**src/rtl/afe_ctl_pkg.sv**
```systemverilog
package afe_ctl_pkg;
    parameter int REG_W  = 9;
    parameter int ADDR_W = 3;
    parameter int RES_W  = 16;
    parameter int BYTE_W = 8;
    localparam int NREG  = 1 << ADDR_W;

    // register addresses
    localparam logic [ADDR_W-1:0] A_CFG   = 3'd0;
    localparam logic [ADDR_W-1:0] A_MUX   = 3'd1;
    localparam logic [ADDR_W-1:0] A_GAIN0 = 3'd2;
    localparam logic [ADDR_W-1:0] A_OFFS0 = 3'd5;

    // configuration bit positions
    localparam int B_SINGLE = 0;
    localparam int B_DLY    = 1;
    localparam int B_SLEEP  = 2;
    localparam int B_CLAMP  = 3;
    localparam int B_CDS    = 4;
    localparam int B_3CH    = 5;
    localparam int B_ONE    = 6;

    localparam logic [REG_W-1:0] CFG_RST = 9'h078;

    function automatic logic [REG_W-1:0] cfg_fix(input logic [REG_W-1:0] d);
        logic [REG_W-1:0] r;
        r        = '0;
        r[5:0]   = d[5:0];
        r[B_ONE] = 1'b1;
        return r;
    endfunction
endpackage

```
**src/rtl/afe_regbank.sv**
```systemverilog
module afe_regbank
    import afe_ctl_pkg::*;
(
    input  logic                             clk,
    input  logic                             rst_n,
    input  logic                             wr_en,
    input  logic [ADDR_W-1:0]                wr_addr,
    input  logic [REG_W-1:0]                 wr_data,
    output logic [NREG-1:0][REG_W-1:0]       regs_o
);
    typedef struct packed {
        logic [NREG-1:0][REG_W-1:0] regs;
    } bank_t;

    bank_t st_d, st_q;

    always_comb begin
        st_d = st_q;
        if (wr_en) begin
            if (wr_addr == A_CFG) begin
                st_d.regs[A_CFG] = cfg_fix(wr_data);
            end else begin
                st_d.regs[wr_addr] = wr_data;
            end
        end
    end

    always_ff @(posedge clk) begin
        if (!rst_n) begin
            st_q.regs        <= '0;
            st_q.regs[A_CFG] <= CFG_RST;
        end else begin
            st_q <= st_d;
        end
    end

    assign regs_o = st_q.regs;


    cfg_force_chk: assert property (@(posedge clk) disable iff (!rst_n)
        (wr_en && wr_addr == A_CFG) |=> (regs_o[A_CFG] == {3'b001, $past(wr_data[5:0])}));


    bank_hold_chk: assert property (@(posedge clk) disable iff (!rst_n)
        !wr_en |=> $stable(regs_o));
endmodule

```
**src/rtl/afe_byte_fmt.sv**
```systemverilog
module afe_byte_fmt
    import afe_ctl_pkg::*;
(
    input  logic              clk,
    input  logic              rst_n,
    input  logic              sleep_i,
    input  logic              single_i,
    input  logic              res_valid_i,
    input  logic [RES_W-1:0]  res_data_i,
    output logic [BYTE_W-1:0] dout_o,
    output logic              dsel_o,
    output logic              dvalid_o
);
    typedef struct packed {
        logic [BYTE_W-1:0] dout;
        logic              dsel;
        logic              dvalid;
        logic              pend;
        logic [BYTE_W-1:0] low;
    } fmt_t;

    fmt_t st_d, st_q;

    always_comb begin
        st_d        = st_q;
        st_d.dout   = '0;
        st_d.dsel   = 1'b0;
        st_d.dvalid = 1'b0;
        st_d.pend   = 1'b0;
        if (sleep_i) begin
            st_d.low = st_q.low;
        end else if (st_q.pend) begin
            st_d.dout   = st_q.low;
            st_d.dvalid = 1'b1;
        end else if (res_valid_i) begin
            st_d.dout   = res_data_i[RES_W-1 -: BYTE_W];
            st_d.dsel   = 1'b1;
            st_d.dvalid = 1'b1;
            st_d.pend   = !single_i;
            st_d.low    = res_data_i[BYTE_W-1:0];
        end
    end

    always_ff @(posedge clk) begin
        if (!rst_n) begin
            st_q <= '0;
        end else begin
            st_q <= st_d;
        end
    end

    assign dout_o   = st_q.dout;
    assign dsel_o   = st_q.dsel;
    assign dvalid_o = st_q.dvalid;


    low_follows_chk: assert property (@(posedge clk) disable iff (!rst_n)
        (st_q.pend && !sleep_i) |=> (dvalid_o && !dsel_o));


    single_no_low_chk: assert property (@(posedge clk) disable iff (!rst_n)
        (dvalid_o && dsel_o && !st_q.pend) |=> !(dvalid_o && !dsel_o));


    sleep_blank_chk: assert property (@(posedge clk) disable iff (!rst_n)
        sleep_i |=> (!dvalid_o && dout_o == '0));


    idle_zero_chk: assert property (@(posedge clk) disable iff (!rst_n)
        !dvalid_o |-> (dout_o == '0));
endmodule

```
**src/rtl/afe_ctl_top.sv**
```systemverilog
module afe_ctl_top
    import afe_ctl_pkg::*;
(
    input  logic        clk,
    input  logic        rst_n,
    input  logic        wr_en,
    input  logic [2:0]  wr_addr,
    input  logic [8:0]  wr_data,
    input  logic        res_valid,
    input  logic [15:0] res_data,
    output logic [8:0]  cfg_word,
    output logic        three_ch,
    output logic        cds_mode,
    output logic        clamp_hi,
    output logic        sleep,
    output logic        out_dly,
    output logic        single_byte,
    output logic [8:0]  mux_word,
    output logic [8:0]  gain_r,
    output logic [8:0]  gain_g,
    output logic [8:0]  gain_b,
    output logic [8:0]  offs_r,
    output logic [8:0]  offs_g,
    output logic [8:0]  offs_b,
    output logic [7:0]  dout,
    output logic        dsel,
    output logic        dvalid
);
    logic [NREG-1:0][REG_W-1:0] regs;

    afe_regbank i_bank (
        .clk     (clk),
        .rst_n   (rst_n),
        .wr_en   (wr_en),
        .wr_addr (wr_addr),
        .wr_data (wr_data),
        .regs_o  (regs)
    );

    assign cfg_word    = regs[A_CFG];
    assign three_ch    = cfg_word[B_3CH];
    assign cds_mode    = cfg_word[B_CDS];
    assign clamp_hi    = cfg_word[B_CLAMP];
    assign sleep       = cfg_word[B_SLEEP];
    assign out_dly     = cfg_word[B_DLY];
    assign single_byte = cfg_word[B_SINGLE];
    assign mux_word    = regs[A_MUX];
    assign gain_r      = regs[A_GAIN0];
    assign gain_g      = regs[A_GAIN0 + 3'd1];
    assign gain_b      = regs[A_GAIN0 + 3'd2];
    assign offs_r      = regs[A_OFFS0];
    assign offs_g      = regs[A_OFFS0 + 3'd1];
    assign offs_b      = regs[A_OFFS0 + 3'd2];

    afe_byte_fmt i_fmt (
        .clk         (clk),
        .rst_n       (rst_n),
        .sleep_i     (sleep),
        .single_i    (single_byte),
        .res_valid_i (res_valid),
        .res_data_i  (res_data),
        .dout_o      (dout),
        .dsel_o      (dsel),
        .dvalid_o    (dvalid)
    );
endmodule

```
**config.mk**
```make
export PLATFORM = sky130hd
export DESIGN_NAME = afe_ctl_top
export DESIGN_NICKNAME = d
export VERILOG_FILES = /design/src/rtl/afe_ctl_pkg.sv /design/src/rtl/afe_regbank.sv /design/src/rtl/afe_byte_fmt.sv /design/src/rtl/afe_ctl_top.sv
export SDC_FILE = /design/constraint.sdc
export NUM_CORES = 1
export LEC_CHECK = 0
export ABC_AREA = 0
export BUFFER_PORTS_ARGS = -buffer_cell sky130_fd_sc_hd__buf_2
export CAP_MARGIN = 30
export CORE_MARGIN = 2
export CORE_UTILIZATION = 49
export CTS_CLUSTER_SIZE = 14
export DETAILED_ROUTE_END_ITERATION = 12
export PLACE_DENSITY_LB_ADDON = 0.12
export SLEW_MARGIN = 10
export SYNTH_ARGS = -nofsm -noshare
export SYNTH_HDL_FRONTEND = slang
export SYNTH_SLANG_ARGS = --single-unit
```
**constraint.sdc**
```tcl
create_clock -name clk -period 1.5 [get_ports clk]
set_input_delay 0.225 -clock clk [delete_from_list [all_inputs] [get_ports clk]]
set_output_delay 0.225 -clock clk [all_outputs]
set_load 0.1 [all_outputs]
```
==> results.py <==
metrics = {
    "outcome": {
        "status": "finished, final reports clean",
    },
    "clock_network": {
        "cts-root-buf": "clkbuf_8",
        "clk_transition_reported_paths_ns": 0.09,
        "cts_tree": "built",
        "cts_buffer_depth": 2,
        "holdBufCountCts": 0,
        "cts_htree_levels": 3,
        "cts.sink_count": 91,
        "cts-resized-gates": 0,
        "post-cts-setup-buffer-count": 0,
        "worst_skew_pair.late_latency_ns": 0.34,
        "tritoncts.num_buffers": 9,
    },
    "finish": {
        "area_delta_synth_final_pct": 25.2,
        "fill_cells": 618,
        "insertedDiodeCount": 0,
        "layout.cells.most_common": "buf_2",
        "post_route_cells_drive_above_1_share_pct": 34.8,
        "layout.cells.most_common_list": "119 x buf_2, 99 x nand2_1, 85 x dfxtp_1",
        "finish.net_count": 489,
        "finalCoreUtilization_pct": 63.7,
    },
    "global_route": {
        "m3_gr_usage_pct": 5.56,
        "gr-total-overflow": 0,
        "antenna_violations_before_repair": 0,
        "grt_max_degree": 53,
        "first_global_vias": 2525,
        "grt_busiest_layer": "met2",
        "grt_pass1_wl_um": 12600,
        "track_usage_pct": 21.3,
        "met1_usage_pct": 28.2,
        "use_met2_pct": 33.8,
    },
    "yosys": {
        "syn-cell-area_sq_um": 3460,
        "synth-seq-area-share_pct": 52.7,
        "yosysWarnings": 0,
        "postSynthRegisterBits": 91,
        "postSynthNetCount": 378,
        "synth_enable_flop_cells": 0,
        "asyncSetResetFlopFracSynth_pct": 0,
        "yosys.cell_types.count": 21,
        "synth_flop_cell": "dfxtp_1",
        "avgSynthCellArea_sq_um": 10.0,
        "syn-instance-count": 346,
    },
    "route": {
        "detailedRoute.firstPassIterationCount": 4,
        "antenna_left": 0,
        "via_count": 2654,
        "drt-wirelength-per-cell_um": 14.3,
        "first_iter_violations": 105,
        "drc": 0,
        "detail_route.vias_per_cell": 4.76,
        "drt-total-wl_um": 7980,
    },
    "timing": {
        "worst_clock_skew_ns": 0.00650,
        "slew_at_the_pin_closest_to_its_max_slew_limit_ns": 0.510,
        "achievable-frequency_mhz": 725,
        "maxSlewViolCount": 0,
        "finalWorstPathRequiredPeriod_ns": 1.38,
        "worst_hold_slack_ns": 0.116,
        "finalCritPeriodShare_pct": 91.9,
        "slew-limit-headroom_pct": 66.2,
        "tns_ns": 0,
        "grt_setup_unrepaired": "no",
        "timing.final.setup_violations": 0,
        "report.final.hold_viol_count": 0,
    },
    "min_path": {
        "min_path_type": "in2reg",
    },
    "floorplan": {
        "initial_core_util_pct": 50.9,
        "fp-row-count": 30,
        "dieHeight_um": 88.0,
        "floorplan.die_area_sq_um": 7750,
        "pin_count": 120,
        "coreArea_sq_um": 6790,
        "die_x_um": 88.0,
    },
    "pwr": {
        "cellLeakagePower_uw": 0.00230,
        "vdd_ir_drop_max_uv": 601,
        "power-per-cell-area_nw_per_um2": 1150,
    },
    "setup_path": {
        "worst-endpoint-arrival_ns": 1.15,
        "crit_fanout": 5,
        "worst_path_largest_cell_delay_ns": 0.44,
        "worst_path_dominant_cell_family": "buffers and inverters",
        "cp-start-kind": "flip-flop",
        "critPathKind": "reg2out",
        "cp-end-kind": "primary output",
        "worst_path_buffer_plus_inverter_count": 1,
        "worstPathCellList": "buf_2",
        "timing.critical_path.slowest_stage_cell": "buf_2",
        "critical_path_required_ns": 1.27,
    },
    "placement": {
        "dp_hpwl_um": 5540,
        "final_weighted_congestion_in_routability_driven_placement": 0.759,
        "io_buffers": 119,
    },
    "flow_run": {
        "max_cap_viol_count": 0,
    },
}
[power by group]
part           switching, uW  total [uW]  leakage (uW)  internal (uW)
registers               31.6        2520      0.000739           2490
clock network            878        1660     0.0000998            782
logic                    627         803       0.00146            176
[routing by layer]
layer,share of wire (%),vias to the layer above
li1,-,1354
met1,45,1212
met2,47,81
met3,6.9,7
met4,0.98,0
met5,0,-
[cells by family after synthesis]
logic type | synth area share (%)
and+or+nand+nor | 17.9
DFF | 52.7
AOI/OAI and AO/OA | 1.16
buffers and inverters | 6.01
muxes | 22.3
[worst reg2reg max path, stage by stage (launching register included)]
cell and delay, ns:
dfxtp_2 0.35, nor3b_1 0.20, buf_4 0.22, mux2i_1 0.20
[final cells by class]
class	count	area, sq um	share of cell area (%)
well taps	96	120	2.77
flip-flops and latches	91	1830	42.2
clock inverters	7	77.6	1.79
repair buffers	138	751	17.3
clock buffers	9	124	2.86
multi-input cells	217	1430	33.0
[sequential cells by signal (all words and copies together), names as in the netlist]
name,cells
i_bank.regs_o,72
i_fmt.dvalid_o,1
i_fmt.st_q,9
i_fmt.dout_o,8
i_fmt.dsel_o,1
[final timing paths]
| kind | start | to | slack [ns] | cells after the start |
|---|---|---|---|---|
| worst max-delay path | i_bank.regs_o[2]$_SDFFE_PN0P_ | cfg_word[2] | 0.12 | 1 |
| worst min-delay path | res_data[5] | i_fmt.st_q[5]$_SDFFE_PN0P_ | 0.12 | 3 |
| worst min register to register | i_bank.regs_o[6]$_SDFFE_PN1P_ | i_bank.regs_o[6]$_SDFFE_PN1P_ | 0.46 | 1 |
| worst max register to register | i_bank.regs_o[2]$_SDFFE_PN0P_ | i_fmt.st_q[1]$_SDFFE_PN0P_ | 0.46 | 3 |
[stage by stage]
step / std cells / setup WS [ns] / instance area, sq um / power, uW
2_1_floorplan: 346 / 0.188 / 3470 / 3210
3_3_place_gp: 542 / 0.130 / 4130 / 3370
3_5_place_dp: 542 / 0.119 / 4130 / 3380
4_1_cts: 558 / 0.101 / 4330 / 5020
5_1_grt: 558 / 0.0700 / 4330 / 5180
6_report: 558 / 0.121 / 4330 / 4980
[cell usage after synthesis, drive strengths merged (2+ instances only)]
cell / n / area share [%]
a21oi: 8 / 1.2
and3: 2 / 0.36
buf: 26 / 4.7
clkbuf: 12 / 1.3
dfxtp: 91 / 53
mux2i: 77 / 22
nand2: 99 / 11
nand2b: 2 / 0.36
nand3b: 9 / 2.0
nand4b: 2 / 0.51
nand4bb: 3 / 0.98
nor2: 3 / 0.33
nor2b: 6 / 1.1
Note: power is estimated with default switching activity, not from simulation.
